$ cat src/rtl/memMapPkg.sv
package memMapPkg;

  typedef enum logic [3:0] {
    RG_BOOT, RG_ROM, RG_VRAM, RG_ERAM, RG_WRAM,
    RG_OAM, RG_HRAM, RG_IE, RG_PAD, RG_VID, RG_NONE
  } regionE;

  typedef struct packed {
    logic   rdEn;
    logic   vramWe;
    logic   eramWe;
    logic   wramWe;
    logic   oamWe;
    logic   hramWe;
    logic   ieWe;
    regionE rdSel;
  } strobeT;

  function automatic logic [7:0] bootByte(input logic [7:0] a);
    return a ^ 8'hA5;
  endfunction

  function automatic logic [7:0] romByte(input logic [14:0] a);
    return a[7:0] ^ {1'b0, a[14:8]};
  endfunction

endpackage

$ cat src/rtl/byteRam.sv
module byteRam #(
  parameter int DEPTH = 64,
  parameter int AW    = $clog2(DEPTH)
) (
  input  logic          clk,
  input  logic          we,
  input  logic [AW-1:0] addr,
  input  logic [7:0]    wdata,
  output logic [7:0]    rdata
);
  logic [7:0] mem [DEPTH];
  logic       inRange;

  assign inRange = int'(addr) < DEPTH;

  always_ff @(posedge clk) begin
    if (we && inRange) mem[addr] <= wdata;
  end

  assign rdata = inRange ? mem[addr] : 8'h00;
endmodule

$ cat src/rtl/mapCtrl.sv
module mapCtrl
  import memMapPkg::*;
(
  input  logic        clk,
  input  logic        rstN,
  input  logic        reqValid,
  input  logic        reqWrite,
  input  logic [15:0] reqAddr,
  output strobeT      strobe,
  output logic        bootActive,
  output logic        ioErr,
  output logic        padSel,
  output logic        vidSel,
  output logic        ioWrite
);
  localparam logic [15:0] BOOT_CTL_ADDR = 16'hFF50;

  regionE region;
  logic   bootFlag;
  logic   wrReq;
  logic   bootCtlWr;

  // region decode: upper nibble first, then the top page in detail
  always_comb begin
    region = RG_NONE;
    unique case (reqAddr[15:12])
      4'h0, 4'h1, 4'h2, 4'h3, 4'h4, 4'h5, 4'h6, 4'h7:
        region = (bootFlag && reqAddr[15:8] == 8'h00) ? RG_BOOT : RG_ROM;
      4'h8, 4'h9: region = RG_VRAM;
      4'hA, 4'hB: region = RG_ERAM;
      4'hC, 4'hD, 4'hE: region = RG_WRAM;
      4'hF: begin
        if (reqAddr[11:9] != 3'b111)        region = RG_WRAM;
        else if (!reqAddr[8])               region = (reqAddr[7:0] < 8'hA0) ? RG_OAM : RG_NONE;
        else if (reqAddr[7:0] == 8'hFF)     region = RG_IE;
        else if (reqAddr[7])                region = RG_HRAM;
        else if (reqAddr[7:0] == 8'h00)     region = RG_PAD;
        else if (reqAddr[6])                region = RG_VID;
        else                                region = RG_NONE;
      end
      default: region = RG_NONE;
    endcase
  end

  assign wrReq     = reqValid && reqWrite;
  assign bootCtlWr = wrReq && (reqAddr == BOOT_CTL_ADDR);

  always_comb begin
    strobe        = '0;
    strobe.rdEn   = reqValid && !reqWrite;
    strobe.vramWe = wrReq && region == RG_VRAM;
    strobe.eramWe = wrReq && region == RG_ERAM;
    strobe.wramWe = wrReq && region == RG_WRAM;
    strobe.oamWe  = wrReq && region == RG_OAM;
    strobe.hramWe = wrReq && region == RG_HRAM;
    strobe.ieWe   = wrReq && region == RG_IE;
    strobe.rdSel  = region;
  end

  assign padSel  = reqValid && region == RG_PAD;
  assign vidSel  = reqValid && region == RG_VID && !bootCtlWr;
  assign ioWrite = wrReq;

  always_ff @(posedge clk) begin
    if (!rstN) begin
      bootFlag <= 1'b1;
      ioErr    <= 1'b0;
    end else begin
      if (bootCtlWr) bootFlag <= 1'b0;
      ioErr <= reqValid && region == RG_NONE;
    end
  end

  assign bootActive = bootFlag;

  assert_boot_no_rise_R3: assert property (@(posedge clk) disable iff (!rstN)
    !$rose(bootFlag));

  assert_boot_clear_R3: assert property (@(posedge clk) disable iff (!rstN)
    bootCtlWr |=> !bootFlag);

  assert_err_follows_R10: assert property (@(posedge clk) disable iff (!rstN)
    (reqValid && region == RG_NONE) |=> ioErr);

  assert_port_excl_R9: assert property (@(posedge clk) disable iff (!rstN)
    $onehot0({padSel, vidSel}));
endmodule

$ cat src/rtl/mapDatapath.sv
module mapDatapath
  import memMapPkg::*;
#(
  parameter int VRAM_DEPTH = 64,
  parameter int ERAM_DEPTH = 64,
  parameter int WRAM_DEPTH = 64,
  parameter int OAM_DEPTH  = 160,
  parameter int HRAM_DEPTH = 127
) (
  input  logic        clk,
  input  logic        rstN,
  input  strobeT      strobe,
  input  logic [14:0] addr,
  input  logic [7:0]  wdata,
  input  logic [7:0]  padRdata,
  input  logic [7:0]  vidRdata,
  output logic        rdValid,
  output logic [7:0]  rdData
);
  localparam int VRAM_AW = $clog2(VRAM_DEPTH);
  localparam int ERAM_AW = $clog2(ERAM_DEPTH);
  localparam int WRAM_AW = $clog2(WRAM_DEPTH);
  localparam int OAM_AW  = $clog2(OAM_DEPTH);
  localparam int HRAM_AW = $clog2(HRAM_DEPTH);

  logic [7:0] vramQ, eramQ, wramQ, oamQ, hramQ;
  logic [7:0] ieReg;
  logic [7:0] rdMux;

  byteRam #(.DEPTH(VRAM_DEPTH)) u_vram (
    .clk(clk), .we(strobe.vramWe), .addr(addr[VRAM_AW-1:0]), .wdata(wdata), .rdata(vramQ));
  byteRam #(.DEPTH(ERAM_DEPTH)) u_eram (
    .clk(clk), .we(strobe.eramWe), .addr(addr[ERAM_AW-1:0]), .wdata(wdata), .rdata(eramQ));
  byteRam #(.DEPTH(WRAM_DEPTH)) u_wram (
    .clk(clk), .we(strobe.wramWe), .addr(addr[WRAM_AW-1:0]), .wdata(wdata), .rdata(wramQ));
  byteRam #(.DEPTH(OAM_DEPTH)) u_oam (
    .clk(clk), .we(strobe.oamWe), .addr(addr[OAM_AW-1:0]), .wdata(wdata), .rdata(oamQ));
  byteRam #(.DEPTH(HRAM_DEPTH)) u_hram (
    .clk(clk), .we(strobe.hramWe), .addr(addr[HRAM_AW-1:0]), .wdata(wdata), .rdata(hramQ));

  always_ff @(posedge clk) begin
    if (!rstN)             ieReg <= 8'h00;
    else if (strobe.ieWe)  ieReg <= wdata;
  end

  always_comb begin
    unique case (strobe.rdSel)
      RG_BOOT: rdMux = bootByte(addr[7:0]);
      RG_ROM:  rdMux = romByte(addr);
      RG_VRAM: rdMux = vramQ;
      RG_ERAM: rdMux = eramQ;
      RG_WRAM: rdMux = wramQ;
      RG_OAM:  rdMux = oamQ;
      RG_HRAM: rdMux = hramQ;
      RG_IE:   rdMux = ieReg;
      RG_PAD:  rdMux = padRdata;
      RG_VID:  rdMux = vidRdata;
      default: rdMux = 8'hFF;
    endcase
  end

  always_ff @(posedge clk) begin
    if (!rstN) begin
      rdValid <= 1'b0;
      rdData  <= 8'h00;
    end else begin
      rdValid <= strobe.rdEn;
      if (strobe.rdEn) rdData <= rdMux;
    end
  end

  assert_rd_latency_R11: assert property (@(posedge clk) disable iff (!rstN)
    rdValid |-> $past(strobe.rdEn));

  assert_one_target_R5: assert property (@(posedge clk) disable iff (!rstN)
    $onehot0({strobe.vramWe, strobe.eramWe, strobe.wramWe,
              strobe.oamWe, strobe.hramWe, strobe.ieWe}));

  assert_ie_load_R8: assert property (@(posedge clk) disable iff (!rstN)
    strobe.ieWe |=> ieReg == $past(wdata));
endmodule

$ cat src/rtl/memMapDecoder.sv
module memMapDecoder
  import memMapPkg::*;
#(
  parameter int VRAM_DEPTH = 64,
  parameter int ERAM_DEPTH = 64,
  parameter int WRAM_DEPTH = 64
) (
  input  logic        clk,
  input  logic        rstN,
  input  logic        reqValid,
  input  logic        reqWrite,
  input  logic [15:0] reqAddr,
  input  logic [7:0]  reqWdata,
  output logic        rdValid,
  output logic [7:0]  rdData,
  output logic        bootActive,
  output logic        ioErr,
  output logic        padSel,
  output logic        vidSel,
  output logic        ioWrite,
  output logic [6:0]  ioAddr,
  output logic [7:0]  ioWdata,
  input  logic [7:0]  padRdata,
  input  logic [7:0]  vidRdata
);
  strobeT strobe;

  mapCtrl u_ctrl (
    .clk(clk), .rstN(rstN), .reqValid(reqValid), .reqWrite(reqWrite),
    .reqAddr(reqAddr), .strobe(strobe), .bootActive(bootActive),
    .ioErr(ioErr), .padSel(padSel), .vidSel(vidSel), .ioWrite(ioWrite));

  mapDatapath #(
    .VRAM_DEPTH(VRAM_DEPTH), .ERAM_DEPTH(ERAM_DEPTH), .WRAM_DEPTH(WRAM_DEPTH)
  ) u_dp (
    .clk(clk), .rstN(rstN), .strobe(strobe), .addr(reqAddr[14:0]),
    .wdata(reqWdata), .padRdata(padRdata), .vidRdata(vidRdata),
    .rdValid(rdValid), .rdData(rdData));

  assign ioAddr  = reqAddr[6:0];
  assign ioWdata = reqWdata;

  assert_err_data_R10: assert property (@(posedge clk) disable iff (!rstN)
    (ioErr && rdValid) |-> rdData == 8'hFF);
endmodule

$ cat config.mk
export PLATFORM = sky130hd
export DESIGN_NAME = memMapDecoder
export DESIGN_NICKNAME = d
export VERILOG_FILES = /design/src/rtl/memMapPkg.sv /design/src/rtl/byteRam.sv /design/src/rtl/mapCtrl.sv /design/src/rtl/mapDatapath.sv /design/src/rtl/memMapDecoder.sv
export SDC_FILE = /design/constraint.sdc
export NUM_CORES = 2
export LEC_CHECK = 0
export BUFFER_PORTS_ARGS = -buffer_cell sky130_fd_sc_hd__buf_2
export CAP_MARGIN = 20
export CORE_MARGIN = 2
export CORE_UTILIZATION = 50
export DETAILED_ROUTE_END_ITERATION = 10
export HOLD_SLACK_MARGIN = 0.08
export PLACE_DENSITY_LB_ADDON = 0.08
export SLEW_MARGIN = 20
export SYNTH_ARGS = -nofsm -noshare
export SYNTH_HDL_FRONTEND = slang
export SYNTH_SLANG_ARGS = --single-unit
$ cat constraint.sdc
create_clock -name clk -period 3.4 [get_ports clk]
set_input_delay 0.68 -clock clk [delete_from_list [all_inputs] [get_ports clk]]
set_output_delay 0.68 -clock clk [all_outputs]
set_load 0.02 [all_outputs]
==> metrics.json <==
{
  "die": {
    "die_height_um": 552.1,
    "die_width_um": 552.1,
    "initial_core_util_pct": 50.18,
    "floorplan.io_pins": 73,
    "num_rows": 201,
    "floorplan.core_area_um2": 299300,
    "die_area_um2": 304800
  },
  "yosys": {
    "synth-compound-area-share_pct": 3.272,
    "synth.net_count": 7344,
    "synth_area_um2": 150200,
    "synthesized_area_fraction_occupied_by_and_or_nand_nor_cells_pct": 3.137,
    "dominant_combinational_cell_family_by_area_after_synthesis": "multiplexers",
    "arithmetic_cell_share_of_the_synthesized_area_counting_full_adders_half_adders_and_majority_gates_pct": 0,
    "post_synth_mux_area_share_pct": 14.94,
    "synth_cells": 7300,
    "synth_edf_count": 3832,
    "yosys.cell_types.count": 85,
    "yosysWarnings": 0,
    "synth_flop_cell": "edfxtp_1",
    "ys_ff_latch": 3851,
    "share_of_the_yosys_chip_area_belonging_to_registers_pct": 76.87,
    "async_flop_share_pct": 0,
    "avgSynthCellArea_um2": 20.57,
    "synth_xor_xnor_area_share_pct": 0.04082
  },
  "placement": {
    "portBuffers": 72,
    "dpl.hpwl_mm": 330.7,
    "placed_cell_area_um2": 167800,
    "finalWeightedCongestion": 0.9565
  },
  "worst_setup_path": {
    "timing.critical_path.required_ps": 4190,
    "worst-endpoint-arrival_ps": 4150,
    "cp_max_fo": 21,
    "worst_reg2reg_setup_slack_ps": 130,
    "worstSetupStartpointType": "input pin",
    "regToRegEndpoint": "u_dp.rdData[6]",
    "worst_setup_end_kind": "flip-flop",
    "worstRegToRegCells": 9,
    "worst_reg2reg_startpoint": "u_dp.u_wram.mem[53][6]",
    "timing_worst_setup_path_type": "in -> reg"
  },
  "timing": {
    "achievable-frequency_mhz": 298.1,
    "final_min_period_over_clock_period_pct": 98.66,
    "final.setup.tns_ps": 0,
    "timing.final.crit_period_ps": 3354,
    "tightestPinTransition_ps": 1213,
    "timing_max_transition_violations_final": 0,
    "max-slew-margin-rel_pct": 19.14,
    "setup_viol_count_final": 0,
    "clock-skew-final_ps": 52.33,
    "final_hold_viols": 0
  },
  "clock_tree": {
    "cts.sinks": 3851,
    "cts_inserted_buffers": 397,
    "ctsHoldBuffers": 0,
    "clkSlewWorstSetupHoldPaths_ps": 60,
    "worst_skew_pair.late_latency_ps": 950,
    "max_h_tree_level": 5,
    "ctsLongestPathBuffers": 4,
    "clock_tree_from_tritoncts": "built",
    "clockRootBuffer": "clkbuf_16"
  },
  "global_route": {
    "first_pass_grt_wire_length_mm": 660.7,
    "grt_overflow": 0,
    "grt_max_degree": 150,
    "grt_pass1_vias": 82327,
    "grt_use_total_pct": 31.18,
    "antenna_found_initial": 32
  },
  "final_layout": {
    "final_nets": 8941,
    "layout.cells.most_common_list": "edfxtp_1 (3832), buf_4 (1341), mux4_2 (832)",
    "final_common_cell": "edfxtp_1",
    "layout.core_utilization_pct": 60.42,
    "nFillCells": 21660,
    "layout-drive-gt1-share_pct": 34.22,
    "layout-area-overhead-vs-synth_pct": 20.41,
    "fin_area_um2": 180800
  },
  "drt": {
    "detail_route.wirelength_mm": 479.9,
    "drtAntennaViolNets": 0,
    "drc": 0,
    "routed-via-count": 83684,
    "route.detailed.wl_per_inst_um": 36.37,
    "drt_pass1_iterations": 6,
    "post_drt_via_cell_ratio": 6.341,
    "dr.first_iter.drc_count": 11591
  },
  "power_and_ir_drop": {
    "cell_area_power_density_nw_per_um2": 563.3,
    "peakVddDrop_mv": 0.4839,
    "p_leak_nw": 60.00,
    "finalPower_mw": 101.9
  },
  "run": {
    "cap_viol_max_count": 0
  },
  "worst_hold_path": {
    "hold_start": "reqWdata[3]",
    "hold_path_depth": 1,
    "worst_hold_path.endpoint": "u_dp.u_hram.mem[25][3]",
    "hold_path.class": "in -> reg"
  },
  "status": {
    "outcome": "finished clean"
  }
}
## routing by layer
metal	up-vias	wire length (µm)	global-route usage, %
met3	834	47020	6.267
met2	4559	221400	47.88
met5	-	86	0
met1	44693	189300	44.30
li1	33586	-	-
met4	12	22110	12.34
## area by class of cell
cell class | count | area [µm²] | share of cell area [%]
Antenna cell | 17 | 42.54 | 0.02352
Multi-Input combinational cell | 2995 | 32370 | 17.90
Sequential cell | 3851 | 115500 | 63.84
Clock buffer | 480 | 10520 | 5.817
Tap cell | 3958 | 4952 | 2.739
Timing Repair Buffer | 1638 | 15050 | 8.324
Inverter | 14 | 58.81 | 0.03252
Clock inverter | 244 | 2384 | 1.318
## repair_timing
| action | 4_1_cts | 5_1_grt |
|---|---|---|
| pin swaps | 2 | 1 |
| gates resized for setup | 6 | 4 |
| endpoints found under the setup margin | 2 | 4 |
| buffers inserted | 1 | 1 |
## power by group
part	total (mW)	internal [mW]	leakage [nW]	switching, mW
clock	43.5	25.0	6.31	18.5
combinational	6.15	2.32	19.1	3.83
sequential	52.2	52.2	34.6	0.0265
## cell usage after synthesis, types with 46 or more instances
master	number	area share, %
a21oi_1	123	0.41
a221oi_1	47	0.27
a22oi_1	167	0.83
buf_2	76	0.25
buf_4	83	0.41
buf_6	57	0.43
clkbuf_1	190	0.47
edfxtp_1	3832	77
mux2i_1	329	2.2
mux4_2	832	12
nand2_1	260	0.65
nand3_1	69	0.23
nor2_1	560	1.4
nor3_1	46	0.15
o21ai_0	90	0.30
o22ai_1	68	0.28
## registers in the layout, indices dropped and copies added, names as in the netlist
name / count
u_dp.u_wram.mem: 512
u_dp.u_oam.mem: 1280
u_dp.u_vram.mem: 512
u_dp.rdData: 8
u_ctrl.bootActive: 1
u_dp.ieReg: 8
u_dp.u_eram.mem: 512
u_dp.rdValid: 1
u_dp.u_hram.mem: 1016
u_ctrl.ioErr: 1
## kinds of logic (layout without fill, tap and decap cells)
kind of cell / after synthesis / count (layout)
xor+xnor: 7 / 7
other cells: 0 / 17
simple gates: 1083 / 1083
flops: 3851 / 3851
buf+inv: 454 / 2376
compound gates: 708 / 708
mux: 1197 / 1197
## per-stage QoR
stage               instances  hold WS [ps]  worst slack, ps
global route            13184         161.4           -29.23
finish                  13197         164.3            45.61
detailed placement      12454         511.8           -858.4
global placement        12453         497.3            -1347
floorplan                7300         477.1           -194.8
CTS                     13179         128.9            3.882
## how the worst max path moves through the flow
stage | start | endpoint
2_1_floorplan | reqAddr[2] | u_dp.u_oam.mem[156][0]
3_3_place_gp | reqAddr[0] | u_dp.rdData[4]
3_5_place_dp | reqAddr[0] | u_dp.rdData[6]
4_1_cts | reqAddr[4] | vidSel
5_1_grt | u_ctrl.bootActive | padSel
6_report | reqAddr[0] | u_dp.rdData[6]
## critical path: stages
cell and delay [ps]:
buf_12 170, buf_12 190, buf_12 230, mux4_2 580, o221ai_1 370, buf_4 220
o311ai_0 170, buf_4 180, nor3_1 390, o31ai_1 140, nor3_1 590, a31oi_1 170
Power figures use the tool's default switching activity.
